**src/rtl/intdist_pkg.sv**
```systemverilog
package intdist_pkg;
  localparam int ADDR_W      = 16;
  localparam int DATA_W      = 32;
  localparam int AFF_W       = 24;
  localparam int PRIV_CNT    = 32;
  localparam int GID_W       = 10;
  localparam int LOW_ID_BITS = 10;
  localparam int MSG_ID_BITS = 16;

  localparam logic [ADDR_W-1:0] OFF_CTRL   = 16'h0000;
  localparam logic [ADDR_W-1:0] OFF_TYPE   = 16'h0004;
  localparam logic [ADDR_W-1:0] OFF_IMPL   = 16'h0008;
  localparam logic [ADDR_W-1:0] ROUTE_LO   = 16'h6000;
  localparam logic [ADDR_W-1:0] ROUTE_HI   = 16'h8000;
  localparam logic [ADDR_W-1:0] OFF_IDENT2 = 16'hFFE8;

  localparam logic [1:0] SIZE_WORD = 2'd2;

  typedef enum logic [2:0] {
    SEL_NONE,
    SEL_CTRL,
    SEL_TYPE,
    SEL_IMPL,
    SEL_ROUTE,
    SEL_IDENT2
  } reg_sel_e;
endpackage

```
**src/rtl/intdist_decode.sv**
```systemverilog
module intdist_decode
  import intdist_pkg::*;
#(
  parameter int MAX_SHARED = 32,
  parameter int CNT_W      = 10,
  localparam int IDX_W     = (MAX_SHARED > 1) ? $clog2(MAX_SHARED) : 1
) (
  input  logic [ADDR_W-1:0] addr,
  input  logic [1:0]        size,
  input  logic [CNT_W-1:0]  shared_cnt,
  output reg_sel_e          sel,
  output logic [IDX_W-1:0]  route_idx
);
  logic              legal;
  logic [ADDR_W-1:0] roff;
  logic [GID_W-1:0]  gid;
  logic [GID_W-1:0]  sid;
  logic              in_route;
  logic              wired;

  assign legal    = (size == SIZE_WORD) && (addr[1:0] == 2'b00);
  assign in_route = (addr >= ROUTE_LO) && (addr < ROUTE_HI);
  assign roff     = addr - ROUTE_LO;
  assign gid      = roff[GID_W+2:3];
  assign sid      = gid - GID_W'(PRIV_CNT);
  assign wired    = (int'(gid) >= PRIV_CNT) && (int'(sid) < int'(shared_cnt))
                    && (int'(sid) < MAX_SHARED);
  assign route_idx = sid[IDX_W-1:0];

  always_comb begin
    sel = SEL_NONE;
    if (legal) begin
      if (addr == OFF_CTRL)                    sel = SEL_CTRL;
      else if (addr == OFF_TYPE)               sel = SEL_TYPE;
      else if (addr == OFF_IMPL)               sel = SEL_IMPL;
      else if (addr == OFF_IDENT2)             sel = SEL_IDENT2;
      else if (in_route && wired && !addr[2])  sel = SEL_ROUTE;
    end
  end
endmodule

```
**src/rtl/intdist_ctrl.sv**
```systemverilog
module intdist_ctrl (
  input  logic clk,
  input  logic rst_n,
  input  logic ctrl_we,
  input  logic ctrl_bit,
  output logic enable,
  output logic wake
);
  always_ff @(posedge clk or negedge rst_n) begin
    if (!rst_n) begin
      enable <= 1'b0;
      wake   <= 1'b0;
    end else begin
      wake <= ctrl_we && ctrl_bit && !enable;
      if (ctrl_we) enable <= ctrl_bit;
    end
  end
endmodule

```
**src/rtl/intdist_route.sv**
```systemverilog
module intdist_route
  import intdist_pkg::*;
#(
  parameter int MAX_SHARED = 32,
  localparam int IDX_W     = (MAX_SHARED > 1) ? $clog2(MAX_SHARED) : 1
) (
  input  logic                        clk,
  input  logic                        rst_n,
  input  logic                        we,
  input  logic [IDX_W-1:0]            idx,
  input  logic [AFF_W-1:0]            wdata,
  output logic [AFF_W-1:0]            rd_aff,
  output logic [MAX_SHARED*AFF_W-1:0] aff_flat
);
  logic [AFF_W-1:0] ent [MAX_SHARED];

  always_ff @(posedge clk or negedge rst_n) begin
    if (!rst_n) begin
      for (int i = 0; i < MAX_SHARED; i++) ent[i] <= '0;
    end else if (we) begin
      for (int i = 0; i < MAX_SHARED; i++)
        if (int'(idx) == i) ent[i] <= wdata;
    end
  end

  always_comb begin
    rd_aff = '0;
    for (int i = 0; i < MAX_SHARED; i++)
      if (int'(idx) == i) rd_aff = ent[i];
  end

  for (genvar g = 0; g < MAX_SHARED; g++) begin : g_flat
    assign aff_flat[g*AFF_W +: AFF_W] = ent[g];
  end
endmodule

```
**src/rtl/intdist_regs.sv**
```systemverilog
module intdist_regs
  import intdist_pkg::*;
#(
  parameter int          MAX_SHARED = 32,
  parameter int          CNT_W      = 10,
  parameter logic [31:0] IIDR_VALUE = 32'h4B00_043B,
  localparam int         IDX_W      = (MAX_SHARED > 1) ? $clog2(MAX_SHARED) : 1
) (
  input  logic                        clk,
  input  logic                        rst_n,
  input  logic [15:0]                 bus_addr,
  input  logic                        bus_rd,
  input  logic                        bus_wr,
  input  logic [1:0]                  bus_size,
  input  logic [31:0]                 bus_wdata,
  input  logic [CNT_W-1:0]            cfg_shared_cnt,
  input  logic                        cfg_msg_irq,
  output logic [31:0]                 bus_rdata,
  output logic                        bus_rvalid,
  output logic                        dist_enable,
  output logic                        dist_wake,
  output logic [MAX_SHARED*24-1:0]    route_aff
);
  reg_sel_e         sel;
  logic [IDX_W-1:0] ridx;
  logic [AFF_W-1:0] rd_aff;
  logic [CNT_W:0]   total;
  logic [4:0]       lines;
  logic [31:0]      type_word;
  logic [31:0]      rval;

  intdist_decode #(.MAX_SHARED(MAX_SHARED), .CNT_W(CNT_W)) u_dec (
    .addr(bus_addr), .size(bus_size), .shared_cnt(cfg_shared_cnt),
    .sel(sel), .route_idx(ridx)
  );

  intdist_ctrl u_ctrl (
    .clk(clk), .rst_n(rst_n),
    .ctrl_we(bus_wr && (sel == SEL_CTRL)), .ctrl_bit(bus_wdata[0]),
    .enable(dist_enable), .wake(dist_wake)
  );

  intdist_route #(.MAX_SHARED(MAX_SHARED)) u_route (
    .clk(clk), .rst_n(rst_n),
    .we(bus_wr && (sel == SEL_ROUTE)), .idx(ridx),
    .wdata(bus_wdata[AFF_W-1:0]), .rd_aff(rd_aff), .aff_flat(route_aff)
  );

  assign total = {1'b0, cfg_shared_cnt} + (CNT_W+1)'(PRIV_CNT);
  assign lines = 5'((total >> 5) - 1'b1);

  always_comb begin
    type_word        = '0;
    type_word[4:0]   = lines;
    type_word[17]    = cfg_msg_irq;
    type_word[23:19] = cfg_msg_irq ? 5'(MSG_ID_BITS - 1) : 5'(LOW_ID_BITS - 1);
  end

  always_comb begin
    unique case (sel)
      SEL_CTRL:   rval = {25'd0, 1'b1, 1'b0, 1'b1, 3'd0, dist_enable};
      SEL_TYPE:   rval = type_word;
      SEL_IMPL:   rval = IIDR_VALUE;
      SEL_ROUTE:  rval = {8'd0, rd_aff};
      SEL_IDENT2: rval = 32'h0000_003B;
      default:    rval = '0;
    endcase
  end

  always_ff @(posedge clk or negedge rst_n) begin
    if (!rst_n) begin
      bus_rdata  <= '0;
      bus_rvalid <= 1'b0;
    end else begin
      bus_rvalid <= bus_rd;
      if (bus_rd) bus_rdata <= rval;
    end
  end
endmodule

```
**config.mk**
```make
export PLATFORM = sky130hd
export DESIGN_NAME = intdist_regs
export DESIGN_NICKNAME = d
export VERILOG_FILES = /design/src/rtl/intdist_pkg.sv /design/src/rtl/intdist_decode.sv /design/src/rtl/intdist_ctrl.sv /design/src/rtl/intdist_route.sv /design/src/rtl/intdist_regs.sv
export SDC_FILE = /design/constraint.sdc
export NUM_CORES = 1
export LEC_CHECK = 0
export ABC_CLOCK_PERIOD_IN_PS = 4400
export BUFFER_PORTS_ARGS = -buffer_cell sky130_fd_sc_hd__buf_2
export CORE_AREA = 2 2 342 344
export DETAILED_ROUTE_END_ITERATION = 7
export DIE_AREA = 0 0 344 346
export GPL_ROUTABILITY_DRIVEN = 0
export PLACE_DENSITY_LB_ADDON = 0.1
export SYNTH_ARGS = -nofsm -noshare
export SYNTH_HDL_FRONTEND = slang
export SYNTH_SLANG_ARGS = --single-unit
```
**constraint.sdc**
```tcl
create_clock -name clk -period 4.4 [get_ports clk]
set_input_delay 0.88 -clock clk [delete_from_list [all_inputs] [get_ports clk]]
set_output_delay 0.88 -clock clk [all_outputs]
set_load 0.005 [all_outputs]
```
Yosys cells after proc, flatten, opt, wreduce, memory -nomap -nowiden --
Index checks and enable logic that the tools add are counted.
Operators by class: reductions and logical operators 47, equality and inequality tests 40, add/subtract/negate cells 4, mux-type cells 40, order comparisons 5
Operator list (number):
- $mux W24 | 32
- $pmux W31 S5 | 1
- $eq A5 B5 Y1 const B | 16
- $reduce_and A2 Y1 | 32
- $eq A5 B4 Y1 const B | 8
- $mux W3 | 7
- $eq A5 B3 Y1 const B | 4
- $eq A16 B16 Y1 const B | 1
- $eq A16 B3 Y1 const B | 1
- $eq A16 B4 Y1 const B | 1
- $ge A16 B15 Y1 const B | 1
- $logic_not A16 Y1 | 1
- $lt A16 B16 Y1 const B | 1
- $sub A13 B1 Y13 const B | 1
- $add A10 B6 Y10 const B | 1
- $eq A5 B2 Y1 const B | 2
- $ge A10 B6 Y1 const B | 1
- $logic_and A1 B1 Y1 | 10
- $lt A10 B10 Y1 | 1
- $lt A10 B6 Y1 const B | 1
- $sub A10 B6 Y10 const B | 1
- $eq A3 B2 Y1 const B | 2
- $eq A3 B3 Y1 const B | 2
- $eq A5 B1 Y1 const B | 1
- other kinds (6) | 7
Storage, ports and cells: word-level logic and storage cells 172, output and inout bits 803, bits of input ports 65, flip-flop bits (word level) 803

Depth between registers and ports, before layout --
Gate-level depths: netlist (run 1).
depth after elaboration 36, depth in mapped cells 15, mapped depth without buffers 12

Cells and area by module --
Synthesis (run 1) repeated with hierarchy kept, for this count alone.
Second synthesis, totals: cells, all modules 3078, area total of the unflattened synthesis 38005.2 µm²
By module, submodules not included:
- intdist_route | times used 1, area each 35993.3 µm², cells an instance 2841, sequential area each 19218.4 µm²
- intdist_regs | times used 1, area each 1428.9 µm², cells an instance 162, sequential area each 650.6 µm²
- intdist_decode | times used 1, area each 508.0 µm², cells an instance 71, sequential area each 0.0 µm²
- intdist_ctrl | times used 1, area each 75.1 µm², cells an instance 4, sequential area each 50.0 µm²

Worst setup path before layout (run 1) --
OpenSTA, ideal clock, no wires.
kind input to register, start point input bus_addr[8], end point register u_route.ent, in the netlist u_route.aff_flat[507], arrival time 3776 ps, required time 4275 ps, buffers on the path 3, setup time 125 ps, stages 15, path slack 499 ps, cells stage by stage inv_2 ha_1 nor3b_1 xor2_1 ha_1 a211o_1 nor4_2 nand3_1 a211oi_2 and2_1 buf_6 buf_12 nand2_8 buf_6 mux2_4
Between the ends: cells in the longest elaborated chain, start to end 16, elaborated cells on any way between the ends 25, those cells by class add/sub: 2; order compare: 5; eq/ne: 4; mux: 6; reduce/logical: 8
Ends and longest elaborated chain:
- from (decl) | RTL line intdist_regs.sv:11 | input logic [15:0] bus_addr,
- $sub A13 B1 Y13 | RTL line intdist_decode.sv:23 | assign roff = addr - ROUTE_LO;
- $sub A10 B6 Y10 | RTL line intdist_decode.sv:25 | assign sid = gid - GID_W'(PRIV_CNT);
- $lt A10 B10 Y1 | RTL line intdist_decode.sv:26 | assign wired = (int'(gid) >= PRIV_CNT) && (int'(sid) < int'(shared_cnt))
- $logic_and A1 B1 Y1 | RTL line intdist_decode.sv:26
- $logic_and A1 B1 Y1 | RTL line intdist_decode.sv:27 | && (int'(sid) < MAX_SHARED);
- $logic_and A1 B1 Y1 (2 in series) | RTL line intdist_decode.sv:37 | else if (in_route && wired && !addr[2]) sel = SEL_ROUTE;
- $mux W3 | RTL line intdist_decode.sv:37
- $mux W3 | RTL line intdist_decode.sv:36 | else if (addr == OFF_IDENT2) sel = SEL_IDENT2;
- $mux W3 | RTL line intdist_decode.sv:35 | else if (addr == OFF_IMPL) sel = SEL_IMPL;
- $mux W3 | RTL line intdist_decode.sv:34 | else if (addr == OFF_TYPE) sel = SEL_TYPE;
- $mux W3 (*) | RTL line intdist_decode.sv:33 | if (addr == OFF_CTRL) sel = SEL_CTRL;
- $mux W3 (*) | RTL line intdist_decode.sv:32 | if (legal) begin
- $eq A3 B3 Y1 (*) | RTL line intdist_regs.sv:45 | .we(bus_wr && (sel == SEL_ROUTE)), .idx(ridx),
- $logic_and A1 B1 Y1 (*) | RTL line intdist_regs.sv:45
- $reduce_and A2 Y1 (no source line) (*)
- to (decl) | RTL line intdist_route.sv:15 | logic [AFF_W-1:0] ent [MAX_SHARED];
Every way passes the cells marked *; elsewhere a longest branch is shown, timed or not. A chain may end at the register's enable or synchronous reset.

Final worst setup path (run 1) --
start point input bus_addr[8], end point register u_route.ent, in the netlist u_route.aff_flat[438]
The elaborated chain is that of the path after synthesis.

==> impl_metrics.csv, run 1 <==
group,metric,value,unit
yosys,postSynthAreaPerCell,13.35,sq um
cts,clock_tree.root_cell,"sky130_fd_sc_hd__clkbuf_16",
global_route,grt_start_max_net_pins,111,
yosys,synthMostInstantiatedCell,"sky130_fd_sc_hd__dfrtp_1",
global_route,antenna_violations_before_repair,9,
routing,drt_first_iter_violations,2423,
setup_path,timing.critical_path.max_delay_family,"simple AND/OR/NAND/NOR gates",
routing,route.vias.total,30250,
timing,fin_skew,0.01928,ns
cells_and_area,multi_input_area,16490,sq um
setup_path,cp_data_required_time,4.95,ns
setup_path,reg2reg_depth,8,
power_and_ir_drop,report.power.total,16.28,mW
placed_design,detailed_place.area,45110,sq um
setup_path,worst-r2r-setup-slack,1.63,ns
global_route,grt-ovfl-total,0,
floorplan,placeable_core_region,115400,sq um
cts,cts.htree.levels,3,
cells_and_area,filler_cell_count_in_the_final_layout,11340,
setup_path,slowest_stage,"sky130_fd_sc_hd__mux2_4",
timing,finalWorstPathRequiredPeriod,3.789,ns
timing,clock.fmax,263.9,MHz
setup_path,criticalPathCategory,"in -> reg",
setup_path,critPathLaunch,"bus_addr[8]",
global_route,global_route_wire_length_before_repair,273700,um
yosys,synth_common_cells,"sky130_fd_sc_hd__dfrtp_1 (796), sky130_fd_sc_hd__mux2_2 (577), sky130_fd_sc_hd__mux2_4 (200)",
cts,cts_sinks,796,
floorplan,dieWidth,344,um
yosys,post_synth_inst_count,2810,
floorplan,io-pin-count,868,
yosys,yosys_register_bits,796,
job,maxCapViolCount,0,
cts,post-cts-setup-buffers,0,
power_and_ir_drop,ir_drop,0.2608,mV
placed_design,placedCellCount,5165,
power_and_ir_drop,power.density,337.2,nW/um^2
floorplan,floorplan.initialDensity,0.3250,
yosys,synthDominantCellAreaShare,0.5309,
placed_design,numPortBuffers,855,
cells_and_area,area_growth,28.71,%
setup_path,rr_startpoint,"u_route.aff_flat[752]$_DFFE_PN0P_",
cells_and_area,stdcell_count,5341,
worst_hold_path,hold_path_class,"in -> async",
routing,routed_wirelength,204500,um
timing,finalCritPeriodShare,0.8611,
yosys,async_reset_ff_frac,1.000,
run_status,run_status,"finished clean",
yosys,netlist-cell-type-count,80,
timing,timing_worst_slew_pin_value,1.143,ns
cells_and_area,final_area,48290,sq um
routing,vias_per_cell,5.663,
placed_design,place.detailed.hpwl,150800,um
setup_path,critical_path.max_fanout,24,
power_and_ir_drop,total_leakage_power,26.37,nW
routing,drtPass1Iterations,5,
floorplan,std_cell_rows,125,
setup_path,critPathMaxStageDelay,0.41,ns
yosys,postSynth.topFlopCell,"sky130_fd_sc_hd__dfrtp_1",
setup_path,worstSetupEndpointType,"register",
global_route,number_of_global_route_vias_before_repair,30150,
cells_and_area,finalNetCount,3816,
cts,clockBufferDepth,3,
yosys,share_of_the_yosys_chip_area_belonging_to_registers,0.5309,
floorplan,die_ht,346,um
timing,rsz_0062_raised_after_global_routing,"false",
yosys,synth_area_leaders,"sky130_fd_sc_hd__dfrtp_1 (53%), sky130_fd_sc_hd__mux2_2 (17%), sky130_fd_sc_hd__mux2_4 (8.0%)",
global_route,gr-usage-all-layers,0.3358,
setup_path,critical_path.cell_chain,"buf_2 > inv_2 > ha_1 > nor3b_1 > xor2_1 > ha_1 > a211o_1 > nor4_2 > nand3_1 > a211oi_2 > and2_2 > buf_12 > buf_12 > nand2_8 > mux2_4",
cts,tritoncts_clock_tree,"yes",
setup_path,crit_arrival,4.34,ns
timing,finish_stage_setup_viols,0,
cts,cts_resized,0,
cts,clkTransAtPathRegs,0.06,ns
cts,clock_insertion_delay_worst_skew,0.69,ns
timing,finalHoldViolCount,0,
routing,antenna_violating_nets_remaining,0,
yosys,syn_area,37520,sq um
setup_path,critical_path.n_buffers_inverters,4,
cts,clock_buffer_count_from_cts,96,
yosys,yosys_warnings,0,
timing,timing_max_transition_violations_final,0,
cells_and_area,seq_area,19920,sq um
cells_and_area,drive_gt1_frac,0.5514,
routing,routed_wire_length_per_instance,38.30,um
setup_path,startpoint_type,"input port",
setup_path,ff_to_ff_end,"bus_rdata[8]$_DFFE_PN0P_",
yosys,synth_top_cell_by_area,"sky130_fd_sc_hd__dfrtp_1",
floorplan,floorplan.die_area,119000,sq um
routing,drc,0,
timing,maxSlewHeadroom,0.2351,
yosys,synth_edf_count,0,
cts,post_cts_hold_buffer_count,0,
==> cells by family after synthesis <==
group | count (synthesis) | share of synthesized area
XOR/XNOR | 5 | 0.001167
adder cells (fa/ha/maj) | 12 | 0.004002
AO/OA/AOI/OAI | 458 | 0.08941
buffers and inverters | 277 | 0.03622
flip-flops | 796 | 0.5309
AND/OR/NAND/NOR | 432 | 0.06373
other | 1 | 0.00009995
multiplexers | 829 | 0.2744
==> state kept, by name (all words and copies together) (netlist names) <==
signal / count
u_route.aff_flat: 768
bus_rdata: 25
bus_rvalid: 1
u_ctrl.enable: 1
u_ctrl.wake: 1
==> layer usage <==
| metal | up-vias | GRT usage | share of wire |
|---|---|---|---|
| li1 | 12380 | - | - |
| met1 | 16260 | 0.4285 | 0.41 |
| met2 | 1316 | 0.5559 | 0.48 |
| met3 | 295 | 0.07647 | 0.074 |
| met4 | 0 | 0.1178 | 0.041 |
| met5 | - | 0 | 0 |
==> power by group <==
part	internal (mW)	switching [mW]
clock network	4.70	3.37
logic	0.193	0.698
registers	7.32	0.000991
==> cell type report <==
type,instances,area share
inverter,24,0.001866
tap,1524,0.03949
sequential,796,0.4125
timing repair buffer,1081,0.1389
clock buffer,153,0.06193
antenna,5,0.0002591
multi-input combinational,1740,0.3414
clock inverter,18,0.003653
==> per-stage QoR <==
| stage | setup TNS [ns] | hold slack [ns] | setup WS, ns | util |
|---|---|---|---|---|
| floorplan | 0 | 0.4657 | 0.4986 | - |
| global placement | -1.064 | 0.4682 | -0.02960 | 0.3908 |
| detailed placement | -3.032 | 0.4734 | -0.05458 | 0.3908 |
| CTS | 0 | 0.2100 | 0.6466 | 0.4183 |
| global route | 0 | 0.2309 | 0.4180 | 0.4183 |
| finish | 0 | 0.1911 | 0.6110 | 0.4184 |
==> layout by cell type (no fill, tap or decap), types with 14 or more instances in the layout <==
cell	count
sky130_fd_sc_hd__clkbuf_16	99
sky130_fd_sc_hd__inv_1	22
sky130_fd_sc_hd__nor4_1	14
sky130_fd_sc_hd__a21oi_1	51
sky130_fd_sc_hd__mux2i_1	30
sky130_fd_sc_hd__buf_12	57
sky130_fd_sc_hd__nand4_1	35
sky130_fd_sc_hd__and3_1	46
sky130_fd_sc_hd__nor2_4	18
sky130_fd_sc_hd__a221oi_1	41
sky130_fd_sc_hd__nand2_1	92
sky130_fd_sc_hd__dfrtp_1	796
sky130_fd_sc_hd__buf_2	852
sky130_fd_sc_hd__nand3_1	31
sky130_fd_sc_hd__clkbuf_8	31
sky130_fd_sc_hd__nor2_1	57
sky130_fd_sc_hd__a22oi_1	118
sky130_fd_sc_hd__a22o_1	45
sky130_fd_sc_hd__a2111oi_0	17
sky130_fd_sc_hd__nor3_1	24
sky130_fd_sc_hd__mux2_4	200
sky130_fd_sc_hd__o22ai_1	18
sky130_fd_sc_hd__mux4_2	22
sky130_fd_sc_hd__buf_4	170
sky130_fd_sc_hd__clkbuf_1	23
sky130_fd_sc_hd__mux2_2	577
sky130_fd_sc_hd__o21ai_0	64
==> how the worst max path moves through the flow <==
stage,slack [ns],cells past startpoint,endpoint
after detailed placement,-0.05,15,u_route.aff_flat[454]$_DFFE_PN0P_
after CTS,0.65,15,u_route.aff_flat[438]$_DFFE_PN0P_
after global routing,0.42,15,u_route.aff_flat[438]$_DFFE_PN0P_
after global placement,-0.03,15,u_route.aff_flat[454]$_DFFE_PN0P_
after floorplan,0.50,15,u_route.aff_flat[507]$_DFFE_PN0P_
final,0.61,15,u_route.aff_flat[438]$_DFFE_PN0P_
Power figures use the tool's default switching activity.
==> run 2, diff against run 1 <==
--- a/config.mk
+++ b/config.mk
@@ -8,6 +8,7 @@
 export ABC_CLOCK_PERIOD_IN_PS = 4400
 export BUFFER_PORTS_ARGS = -buffer_cell sky130_fd_sc_hd__buf_2
 export CORE_AREA = 2 2 342 344
+export CTS_BUF_LIST = sky130_fd_sc_hd__clkbuf_16
 export DETAILED_ROUTE_END_ITERATION = 7
 export DIE_AREA = 0 0 344 346
 export GPL_ROUTABILITY_DRIVEN = 0
==> run 2 against run 1 <==
Effect of this change: design area decreased by 0.65%; setup slack got worse by 0.058 ns; sequential cell count unchanged; critical path type unchanged; global-route usage about the same; register-to-register slack got worse by 0.02 ns; hold slack improved by 0.0012 ns; highest routed layer unchanged; total power decreased by 3.7%.
==> impl_metrics.csv, run 2 (synthesized netlist as in run 1, its figures left out) <==
group,metric,value,unit
timing,finalWorstPathRequiredPeriod,3.847,ns
floorplan,placeable_core_region,115400,sq um
routing,drt_first_iter_violations,2544,
cts,cts_resized,0,
setup_path,critPathLaunch,"bus_addr[8]",
global_route,global_route_wire_length_before_repair,273600,um
cells_and_area,filler_cell_count_in_the_final_layout,11370,
global_route,gr-usage-all-layers,0.3358,
cts,clock_insertion_delay_worst_skew,0.69,ns
setup_path,critical_path.n_buffers_inverters,4,
routing,routed_wirelength,204600,um
floorplan,dieWidth,344,um
cells_and_area,seq_area,19920,sq um
cells_and_area,finalNetCount,3816,
floorplan,std_cell_rows,125,
routing,drtPass1Iterations,5,
run_status,run_status,"finished clean",
global_route,antenna_violations_before_repair,9,
routing,vias_per_cell,5.667,
cells_and_area,drive_gt1_frac,0.5433,
routing,drc,0,
cts,tritoncts_clock_tree,"yes",
setup_path,critPathMaxStageDelay,0.42,ns
global_route,grt_start_max_net_pins,111,
setup_path,ff_to_ff_end,"bus_rdata[8]$_DFFE_PN0P_",
power_and_ir_drop,ir_drop,0.2598,mV
cells_and_area,stdcell_count,5340,
placed_design,detailed_place.area,45110,sq um
cells_and_area,final_area,47980,sq um
routing,route.vias.total,30260,
cells_and_area,layout_common_cells,"sky130_fd_sc_hd__buf_2 (852), sky130_fd_sc_hd__dfrtp_1 (796), sky130_fd_sc_hd__mux2_2 (577), sky130_fd_sc_hd__mux2_4 (200), sky130_fd_sc_hd__buf_4 (170)",
placed_design,placedCellCount,5165,
floorplan,floorplan.initialDensity,0.3250,
timing,timing_worst_slew_pin_value,1.092,ns
timing,rsz_0062_raised_after_global_routing,"false",
job,maxCapViolCount,0,
timing,clock.fmax,260.0,MHz
global_route,grtUsageMet1,0.4302,
cts,clock_buffer_count_from_cts,96,
worst_hold_path,hold_path_class,"in -> async",
setup_path,cp_data_required_time,4.95,ns
setup_path,criticalPathCategory,"in -> reg",
cells_and_area,largest_register_ff_count,768,
routing,routed_wire_length_per_instance,38.32,um
setup_path,critical_path.max_fanout,24,
routing,antenna_violating_nets_remaining,0,
setup_path,reg2reg_depth,8,
cells_and_area,layout_commonest_cell,"sky130_fd_sc_hd__buf_2",
cts,clkTransAtPathRegs,0.06,ns
setup_path,worstSetupEndpointType,"register",
power_and_ir_drop,total_leakage_power,26.29,nW
cts,cts_sinks,796,
setup_path,slowest_stage,"sky130_fd_sc_hd__mux2_4",
setup_path,crit_arrival,4.40,ns
setup_path,timing.critical_path.max_delay_family,"simple AND/OR/NAND/NOR gates",
setup_path,critical_path.cell_chain,"buf_2 > inv_2 > ha_1 > nor3b_1 > xor2_1 > ha_1 > a211o_1 > nor4_2 > nand3_1 > a211oi_2 > and2_2 > buf_12 > buf_12 > nand2_8 > mux2_4",
timing,finalHoldViolCount,0,
global_route,grt_use_met3,0.07378,
setup_path,startpoint_type,"input port",
timing,maxSlewHeadroom,0.2696,
setup_path,rr_startpoint,"u_route.aff_flat[752]$_DFFE_PN0P_",
setup_path,worst-r2r-setup-slack,1.61,ns
timing,fin_skew,0.01918,ns
cells_and_area,multi_input_area,16490,sq um
setup_path,critical_path_depth,15,
cts,post_cts_hold_buffer_count,0,
floorplan,io-pin-count,868,
cells_and_area,area_growth,27.88,%
cts,clockBufferDepth,3,
setup_path,critical_path.endpoint,"u_route.aff_flat[438]$_DFFE_PN0P_",
placed_design,place.detailed.hpwl,150800,um
floorplan,die_ht,346,um
cts,post-cts-setup-buffers,0,
global_route,globalRouteMet2Util,0.5552,
power_and_ir_drop,power.density,326.8,nW/um^2
timing,timing_max_transition_violations_final,0,
floorplan,floorplan.die_area,119000,sq um
global_route,grt-ovfl-total,0,
placed_design,numPortBuffers,855,
cts,cts.htree.levels,3,
cts,clock_tree.root_cell,"sky130_fd_sc_hd__clkbuf_16",
timing,finish_stage_setup_viols,0,
timing,finalCritPeriodShare,0.8742,
global_route,grt.busiest_layer,"met2",
global_route,number_of_global_route_vias_before_repair,30130,
==> run 2: cell count changes in the layout (fill, tap and decap cells not counted), sizes merged <==
cell and change:
diode -1, clkbuf -54, clkinv +31, inv +23
==> run 2: cell type report <==
class / instances / share of cell area
inverter: 24 / 0.001878
timing repair buffer: 1081 / 0.1398
sequential: 796 / 0.4152
clock inverter: 72 / 0.007902
clock buffer: 99 / 0.05164
tap: 1524 / 0.03974
antenna: 4 / 0.0002086
multi-input combinational: 1740 / 0.3436
==> run 2: power by group <==
group / internal [mW] / switching (mW)
logic: 0.193 / 0.698
registers: 7.32 / 0.000982
clock network: 4.10 / 3.36
total: 11.6 / 4.06
==> run 2: worst min path at each step <==
stage / start / to / slack (ns) / cells past startpoint
after floorplan: u_ctrl.enable$_DFFE_PN0P_ / u_ctrl.wake$_DFF_PN0_ / 0.47 / 1
after global placement: bus_rdata[14]$_DFFE_PN0P_ / bus_rdata[14]$_DFFE_PN0P_ / 0.47 / 2
after detailed placement: bus_rdata[14]$_DFFE_PN0P_ / bus_rdata[14]$_DFFE_PN0P_ / 0.47 / 2
after CTS: rst_n / u_route.aff_flat[487]$_DFFE_PN0P_ / 0.21 / 1
after global routing: rst_n / u_route.aff_flat[487]$_DFFE_PN0P_ / 0.23 / 1
final: rst_n / u_route.aff_flat[487]$_DFFE_PN0P_ / 0.19 / 1
==> run 2: per-stage QoR <==
step           hold WS, ns  setup TNS, ns    util  setup WS [ns]  total power [mW]
3_3_place_gp        0.4682         -1.064  0.3908       -0.02960             8.359
2_1_floorplan       0.4657              0       -         0.4986             7.765
4_1_cts             0.2139              0  0.4156         0.6466             15.79
6_report            0.1923              0  0.4157         0.5534             15.68
5_1_grt             0.2309              0  0.4156         0.3888             16.11
3_5_place_dp        0.4734         -3.032  0.3908       -0.05458             8.356
==> run 2: routing by layer <==
metal,share of wire,wire (um),vias up
met4,0.040,8112,0
li1,-,-,12380
met3,0.072,14660,278
met1,0.41,83640,16250
met5,0,0,-
met2,0.48,98230,1354
